<file path="config.mk">
export PLATFORM = sky130hd
export DESIGN_NAME = rom_lword_seq
export DESIGN_NICKNAME = d
export VERILOG_FILES = /design/src/rtl/rom_seq_pkg.sv /design/src/rtl/rom_win_timer.sv /design/src/rtl/rom_lane_pack.sv /design/src/rtl/rom_lword_seq.sv
export SDC_FILE = /design/constraint.sdc
export NUM_CORES = 1
export LEC_CHECK = 0
export CAP_MARGIN = 40
export CORE_MARGIN = 2
export CORE_UTILIZATION = 40
export CTS_CLUSTER_SIZE = 10
export DETAILED_ROUTE_END_ITERATION = 16
export GPL_ROUTABILITY_DRIVEN = 0
export PLACE_DENSITY = 0.7
export RECOVER_POWER = 50
export SLEW_MARGIN = 20
export SYNTH_ARGS = -nofsm -noshare
export SYNTH_HDL_FRONTEND = slang
export SYNTH_SLANG_ARGS = --single-unit
</file>
<file path="constraint.sdc">
create_clock -name clk -period 1.65 [get_ports clk]
set_input_delay 0.2475 -clock clk [delete_from_list [all_inputs] [get_ports clk]]
set_output_delay 0.2475 -clock clk [all_outputs]
set_load 0.05 [all_outputs]
</file>
<file path="src/rtl/rom_seq_pkg.sv">
package rom_seq_pkg;
    typedef enum logic [1:0] {
        ST_IDLE  = 2'd0,
        ST_FETCH = 2'd1,
        ST_ACK   = 2'd2
    } seq_state_t;

    localparam int unsigned LANES = 4;
    localparam int unsigned LANE_W = 8;
endpackage

</file>
<file path="src/rtl/rom_win_timer.sv">
module rom_win_timer #(
    parameter int unsigned WAIT_W    = 3,
    parameter int unsigned BASE_CLKS = 3,
    localparam int unsigned MAX_LEN  = BASE_CLKS + (1 << WAIT_W) - 1,
    localparam int unsigned CNT_W    = $clog2(MAX_LEN + 1)
) (
    input  logic              clk,
    input  logic              rst_n,
    input  logic              start,
    input  logic              run,
    input  logic [WAIT_W-1:0] wait_code,
    output logic              win_last
);
    logic [CNT_W-1:0] len_q;
    logic [CNT_W-1:0] cnt_q;

    always_ff @(posedge clk) begin
        if (!rst_n) begin
            len_q <= CNT_W'(BASE_CLKS);
            cnt_q <= '0;
        end else if (start) begin
            len_q <= CNT_W'(BASE_CLKS) + CNT_W'(wait_code);
            cnt_q <= '0;
        end else if (run) begin
            cnt_q <= win_last ? '0 : cnt_q + 1'b1;
        end
    end

    assign win_last = (cnt_q == len_q - 1'b1);

    // the counter never runs past the latched window length
    p_cnt_in_window_r3: assert property (@(posedge clk) disable iff (!rst_n)
        cnt_q < len_q);
    // window length stays fixed while the window is counting
    p_len_frozen_r8: assert property (@(posedge clk) disable iff (!rst_n)
        (run && !start) |=> $stable(len_q));
endmodule

</file>
<file path="src/rtl/rom_lane_pack.sv">
module rom_lane_pack
    import rom_seq_pkg::*;
(
    input  logic                      clk,
    input  logic                      rst_n,
    input  logic                      capture,
    input  logic                      final_byte,
    input  logic [LANE_W-1:0]         byte_in,
    output logic [LANES*LANE_W-1:0]   word_out
);
    logic [(LANES-1)*LANE_W-1:0] shift_q;

    always_ff @(posedge clk) begin
        if (!rst_n) begin
            shift_q  <= '0;
            word_out <= '0;
        end else if (capture) begin
            shift_q <= {shift_q[(LANES-2)*LANE_W-1:0], byte_in};
            if (final_byte)
                word_out <= {shift_q, byte_in};
        end
    end
endmodule

</file>
<file path="src/rtl/rom_lword_seq.sv">
module rom_lword_seq
    import rom_seq_pkg::*;
#(
    parameter int unsigned ADDR_W    = 20,
    parameter int unsigned WAIT_W    = 3,
    parameter int unsigned BASE_CLKS = 3,
    localparam int unsigned IDX_W    = $clog2(LANES)
) (
    input  logic                    clk,
    input  logic                    rst_n,
    input  logic                    bus_req,
    input  logic [ADDR_W-1:0]       bus_addr,
    input  logic [WAIT_W-1:0]       wait_code,
    output logic                    bus_ack,
    output logic [LANES*LANE_W-1:0] bus_rdata,
    output logic [ADDR_W-1:0]       rom_addr,
    output logic                    rom_oe_n,
    input  logic [LANE_W-1:0]       rom_data
);
    seq_state_t state_q, state_d;
    logic [ADDR_W-IDX_W-1:0] base_q;
    logic [IDX_W-1:0]        idx_q;
    logic                    win_last;
    logic                    start;
    logic                    in_fetch;
    logic                    capture;
    logic                    final_byte;

    assign start      = (state_q == ST_IDLE) && bus_req;
    assign in_fetch   = (state_q == ST_FETCH);
    assign capture    = in_fetch && win_last;
    assign final_byte = (idx_q == IDX_W'(LANES - 1));

    // next-state selection
    always_comb begin
        state_d = state_q;
        unique case (state_q)
            ST_IDLE:  if (bus_req) state_d = ST_FETCH;
            ST_FETCH: if (capture && final_byte) state_d = ST_ACK;
            ST_ACK:   state_d = ST_IDLE;
            default:  state_d = ST_IDLE;
        endcase
    end

    // state register with address and byte index
    always_ff @(posedge clk) begin
        if (!rst_n) begin
            state_q <= ST_IDLE;
            base_q  <= '0;
            idx_q   <= '0;
        end else begin
            state_q <= state_d;
            if (start) begin
                base_q <= bus_addr[ADDR_W-1:IDX_W];
                idx_q  <= '0;
            end else if (capture && !final_byte) begin
                idx_q <= idx_q + 1'b1;
            end
        end
    end

    // outputs decoded from state
    always_comb begin
        bus_ack  = 1'b0;
        rom_oe_n = 1'b1;
        unique case (state_q)
            ST_IDLE:  ;
            ST_FETCH: rom_oe_n = 1'b0;
            ST_ACK:   bus_ack  = 1'b1;
            default:  ;
        endcase
    end

    assign rom_addr = {base_q, idx_q};

    rom_win_timer #(
        .WAIT_W    (WAIT_W),
        .BASE_CLKS (BASE_CLKS)
    ) u_timer (
        .clk       (clk),
        .rst_n     (rst_n),
        .start     (start),
        .run       (in_fetch),
        .wait_code (wait_code),
        .win_last  (win_last)
    );

    rom_lane_pack u_pack (
        .clk        (clk),
        .rst_n      (rst_n),
        .capture    (capture),
        .final_byte (final_byte),
        .byte_in    (rom_data),
        .word_out   (bus_rdata)
    );

    // enable and acknowledge are never active in the same clock
    p_oe_ack_excl_r7: assert property (@(posedge clk) disable iff (!rst_n)
        !(bus_ack && !rom_oe_n));
    // acknowledge lasts one clock
    p_ack_single_r6: assert property (@(posedge clk) disable iff (!rst_n)
        bus_ack |=> !bus_ack);
    // within a transfer the byte offset only steps up by one
    p_idx_step_r2: assert property (@(posedge clk) disable iff (!rst_n)
        (in_fetch && !$stable(idx_q)) |-> (idx_q == $past(idx_q) + 1'b1));
    // base address is frozen outside the idle state
    p_base_frozen_r9: assert property (@(posedge clk) disable iff (!rst_n)
        (state_q != ST_IDLE) |=> $stable(base_q));
    // read data moves only into an acknowledge clock
    p_rdata_hold_r10: assert property (@(posedge clk) disable iff (!rst_n)
        !bus_ack |-> $stable(bus_rdata));
endmodule

</file>
==> After elaboration in Yosys (flattened, before gate mapping) <==
Index checks and enable logic that the tools add are counted.
{ "word_totals": {"register_bits": 86, "latch_bits": 0, "ram_bits": 0, "romBits": 0, "inputBits": 34, "memories": 0} }
{ "op_classes": {"addsub": 4, "multipliers": 0, "div_mod_pow": 0, "magnitude_cmp": 0, "eq_ne": 6, "shift": 0, "muxes": 6, "n_bitwise": 1, "n_reduce_logical": 9} }
{ "op_table": {"columns": ["cell", "count"], "rows": [
  ["adder 2 x 3 -> 4 bit, first input constant", 1],
  ["adder 4 x 1 -> 4 bit, second input constant", 1],
  ["equality test 2 bit, second input constant", 2],
  ["equality test 4 bit", 1],
  ["logical AND 1 bit", 4],
  ["2-to-1 mux 2 bit", 2],
  ["2-to-1 mux 4 bit", 1],
  ["one-hot mux 2 bit (2 select lines)", 1],
  ["AND reduction 2 bit", 2],
  ["subtractor 4 x 1 -> 4 bit, second input constant", 1],
  ["adder 2 x 1 -> 2 bit, second input constant", 1],
  ["equality test 2 x 1 -> 1 bit, second input constant", 1],
  ["logical NOT 2 bit", 1],
  ["2-to-1 mux 1 bit", 2],
  ["inequality test 2 x 1 -> 1 bit, second input constant", 1],
  ["inequality test 2 bit, second input constant", 1],
  ["OR reduction 2 bit", 1],
  ["logical NOT 1 bit", 1],
  ["inverter 1 bit", 1]
]} }

==> Logic depth before layout (Yosys ltp) <==
{ "logic_depth": {"word_depth": 6, "depth_mapped": 8, "depth_no_buf": 6} }

==> By module <==
Synthesis repeated with hierarchy kept, for this count alone.
{ "hier_totals": {"cells_unflattened": 373, "hier_area_um2": 3539.6} }
{ "modules_own_cells": {"columns": ["mod", "instances", "cells_each", "area_each_um2"], "rows": [
  ["rom_lane_pack", 1, 224, 2139.6],
  ["rom_lword_seq", 1, 98, 945.9],
  ["rom_win_timer", 1, 51, 454.2]
]} }

==> Least setup slack after synthesis <==
OpenSTA, ideal clock, no wires.
{ "synth_path": {"kind": "reg2reg", "from": "register u_timer.len_q[0]", "to": "register u_pack.word_out[20]", "arrival_ns": 1.737, "required_ns": 1.578, "path_slack_ns": -0.159, "path_stages_with_launch": 9, "n_path_buf": 2, "path_cell_list": "dfxtp_1 -> inv_1 -> ha_1 -> xor2_1 -> nand3_2 -> nor4b_2 -> buf_6 -> buf_12 -> mux2i_1"} }
{ "synth_between": {"elab_chain_cells": 4} }
{ "synth_rtl": {"columns": ["element", "line", "text"], "rows": [
  ["start, declared", "rom_win_timer.sv:14", "logic [CNT_W-1:0] len_q;"],
  ["start signal, assigned", "rom_win_timer.sv:19", "len_q <= CNT_W'(BASE_CLKS);"],
  ["start signal, assigned", "rom_win_timer.sv:22", "len_q <= CNT_W'(BASE_CLKS) + CNT_W'(wait_code);"],
  ["subtractor 4 x 1 -> 4 bit", "rom_win_timer.sv:29", "assign win_last = (cnt_q == len_q - 1'b1);"],
  ["equality test 4 bit", "rom_win_timer.sv:29", null],
  ["logical AND 1 bit", "rom_lword_seq.sv:31", "assign capture = in_fetch && win_last;"],
  ["AND reduction 2 bit (no line)", null, null],
  ["end signal, assigned", "rom_lane_pack.sv:20", "word_out <= {shift_q, byte_in};"],
  ["end, declared", "rom_lane_pack.sv:9", "output logic [LANES*LANE_W-1:0] word_out"]
]} }
No other way between the ends.
A chain may end at the register's enable or synchronous reset.

==> Worst setup path in the final report <==
{ "layout_path": {"from": "register u_timer.len_q[1]", "to": "register u_pack.word_out[13]"} }
Same word-level chain as after synthesis.

==> results.yml <==
run_status:
  outcome: "complete, but fails checks"
  failed_checks: "setup timing"
clocking:
  clockBufferDepth: 2
  worstSkewPairLatency_ns: 0.36
  cts_sinks: 86
  cts_tree: "built"
  root_buffer: "clkbuf_8"
  path_clk_slew_ns: 0.09
  hold_buffers: 0
  htree_levels: 3
  cts_buffers: 9
detailed_routing:
  dr.first_iter.drc_count: 78
  avgRoutedWirePerCell_um: 13.66
  drt_pass1_iterations: 4
  wl_um: 7527
  ant_nets: 0
  vias_per_cell: 4.697
  route.detailed.drc: 0
  vias: 2588
critical_path:
  crit_slowest_cell: "nor4b_4"
  crit-reg2reg-launch: "u_timer.len_q[1]"
  worst_setup_path_start_kind: "flip-flop"
  crit_arrival_ns: 2.15
  path_delay_family: "simple AND/OR/NAND/NOR gates"
  cpPeakStageDelay_ns: 0.35
  crit_path_frequent_cell: "buf_4"
  crit_type: "reg -> reg"
  worst_setup_path_end_kind: "flip-flop"
  crit_chain: "buf_4, nor3_2, xnor2_2, nor4b_4, buf_4, buf_12, mux2i_1"
  path_buf_inv: 3
  required_ns: 1.94
  crit_start: "u_timer.len_q[1]"
  path_max_fanout: 7
logic_synthesis:
  synth-edff-count: 0
  ys_ff_latch: 86
  synth.yosys.seq_area_share_pct: 51.40
  avgSynthCellArea_um2: 9.880
  netlist_instances: 339
  syn-num-nets: 377
  yosysUniqueCellTypes: 27
  synth_flop_cell: "dfxtp_1"
  ys_warn_count: 0
  ys_async_sr_fraction_pct: 0
  mappedNetlistArea_um2: 3349
timing:
  drv_slew: 0
  finalSetupViolations: 64
  fin_setup_tns_ns: -9.496
  slew_headroom_pct: 58.66
  fin_crit_sh_pct: 112.7
  finalHoldViolations: 0
  rsz0062_at_grt: "true"
  holdWs_ns: 0.3142
  skew_ns: 0.01152
  max_freq_ghz: 0.5379
  worstMarginPinSlew_ns: 0.6228
  period_minus_slack_ns: 1.859
  setup_ws_ns: -0.2093
die:
  start_util_pct: 40.97
  die_area_um2: 9121
  rows: 33
  die_h_um: 95.51
  ioPinCount: 88
  fp.coreArea_um2: 8175
  chipWidth_um: 95.51
final_layout:
  drive_gt1_share_pct: 19.28
  n_antenna_cell: 0
  final_cells: 551
  area_delta_synth_final_pct: 36.65
  nFillCells: 764
  multi_input_area_um2: 1541
  final_util_pct: 55.98
  regArea_um2: 1724
  final_nets: 479
  final_cell_mix: "nand2_1 (109), dfxtp_1 (84), mux2i_1 (58)"
  layout_commonest_cell: "nand2_1"
grt:
  antenna_found_initial: 0
  gr-total-overflow: 0
  first_global_vias: 2503
  grt_pass1_wl_um: 12030
  grt_usage_pct: 17.48
  grt_max_degree: 42
pwr:
  power.leakage_nw: 1.686
  power.density_nw_per_um2: 901.9
  ir_worst_vdd_v: 0.0004677
flow_run:
  cap_violations: 0
place:
  place_hpwl_um: 4649
  dp_cells: 525
  portBuffers: 85
worst_hold_path:
  hp-start: "rst_n"
  worstHoldPathType: "in -> reg"
-- repair_timing --
action / 4_1_cts / 5_1_grt
pin swaps: 3 / 3
setup endpoints to repair: 64 / 65
cloned: 4 / 2
buffers inserted: 4 / 1
resized for setup: 13 / 11
-- where the power goes --
part           internal [W]  switching [W]  leakage (nW)
Clock              0.000562       0.000788        0.0902
Combinational      0.000273       0.000348         0.900
Sequential          0.00213      0.0000274         0.696
-- worst paths after layout --
| path | depth (start not counted) | endpoint | slack (ns) |
|---|---|---|---|
| worst max-delay path | 7 | u_pack.word_out[13] | -0.21 |
| worst min-delay path | 4 | idx_q[0] | 0.31 |
| worst max register to register | 7 | u_pack.word_out[13] | -0.21 |
| worst min register to register | 2 | u_pack.word_out[26] | 0.46 |
-- registers in the layout (all words and copies together) (netlist names) --
register,flops
state_q,2
idx_q,2
u_pack.word_out,32
u_timer.len_q,4
u_pack.shift_q,24
base_q,18
u_timer.cnt_q,4
-- stage by stage --
stage / total power, W / area, um^2 / setup slack, ns
2_1_floorplan: 0.002545 / 3356 / -0.06107
3_3_place_gp: 0.002760 / 4240 / -0.1396
3_5_place_dp: 0.002767 / 4240 / -0.2027
4_1_cts: 0.004162 / 4606 / -0.2053
5_1_grt: 0.004339 / 4577 / -0.3329
6_report: 0.004128 / 4577 / -0.2093
-- synth_stat cells (2+ instances only) --
cell	n	share of area [%]
a21boi_0	20	4.5
buf_12	3	1.8
nor2b_1	2	0.37
buf_6	3	1.0
dfxtp_1	86	51
xnor2_1	6	1.6
o211ai_1	3	0.67
nand2_1	109	12
clkbuf_1	14	1.6
mux2i_1	59	18
nor3_1	5	0.75
buf_4	2	0.45
inv_1	5	0.56
nand3_1	3	0.45
ha_1	4	1.5
xor2_1	4	1.0
-- worst register-to-register path: cells and delay by family, from the launching register on --
kind | cells | cell delay, ns
muxes | 1 | 0.19
xor gates and xnor gates | 1 | 0.17
buffers and inverters | 3 | 0.48
and+or+nand+nor | 2 | 0.60
DFF | 1 | 0.34
-- cell type report --
class	count	area share [%]
Clock buffer	9	2.706
Multi-Input combinational cell	225	33.68
Sequential cell	86	37.67
Timing Repair Buffer	114	21.43
Clock inverter	7	1.230
Tap cell	105	2.870
Inverter	5	0.4101
-- routing by layer --
| metal | wire length (um) | global-route usage [%] | vias to the layer above |
|---|---|---|---|
| li1 | - | - | 1318 |
| met1 | 3304 | 20.59 | 1194 |
| met2 | 3605 | 29.75 | 71 |
| met3 | 562 | 6.324 | 5 |
| met4 | 54 | 5.357 | 0 |
| met5 | 0 | 0 | - |
-- kinds of logic (layout without fill, tap and decap cells) --
family,count (synthesis),in the layout,share of synthesized area [%]
and+or+nand+nor,128,128,16.06
DFF,86,86,51.40
muxes,59,59,17.63
buffers and inverters,28,135,5.491
AOI/OAI and AO/OA,24,24,5.304
xor gates and xnor gates,10,10,2.615
adders and majority gates,4,4,1.494
No activity file was read; power rests on OpenSTA's default activity.
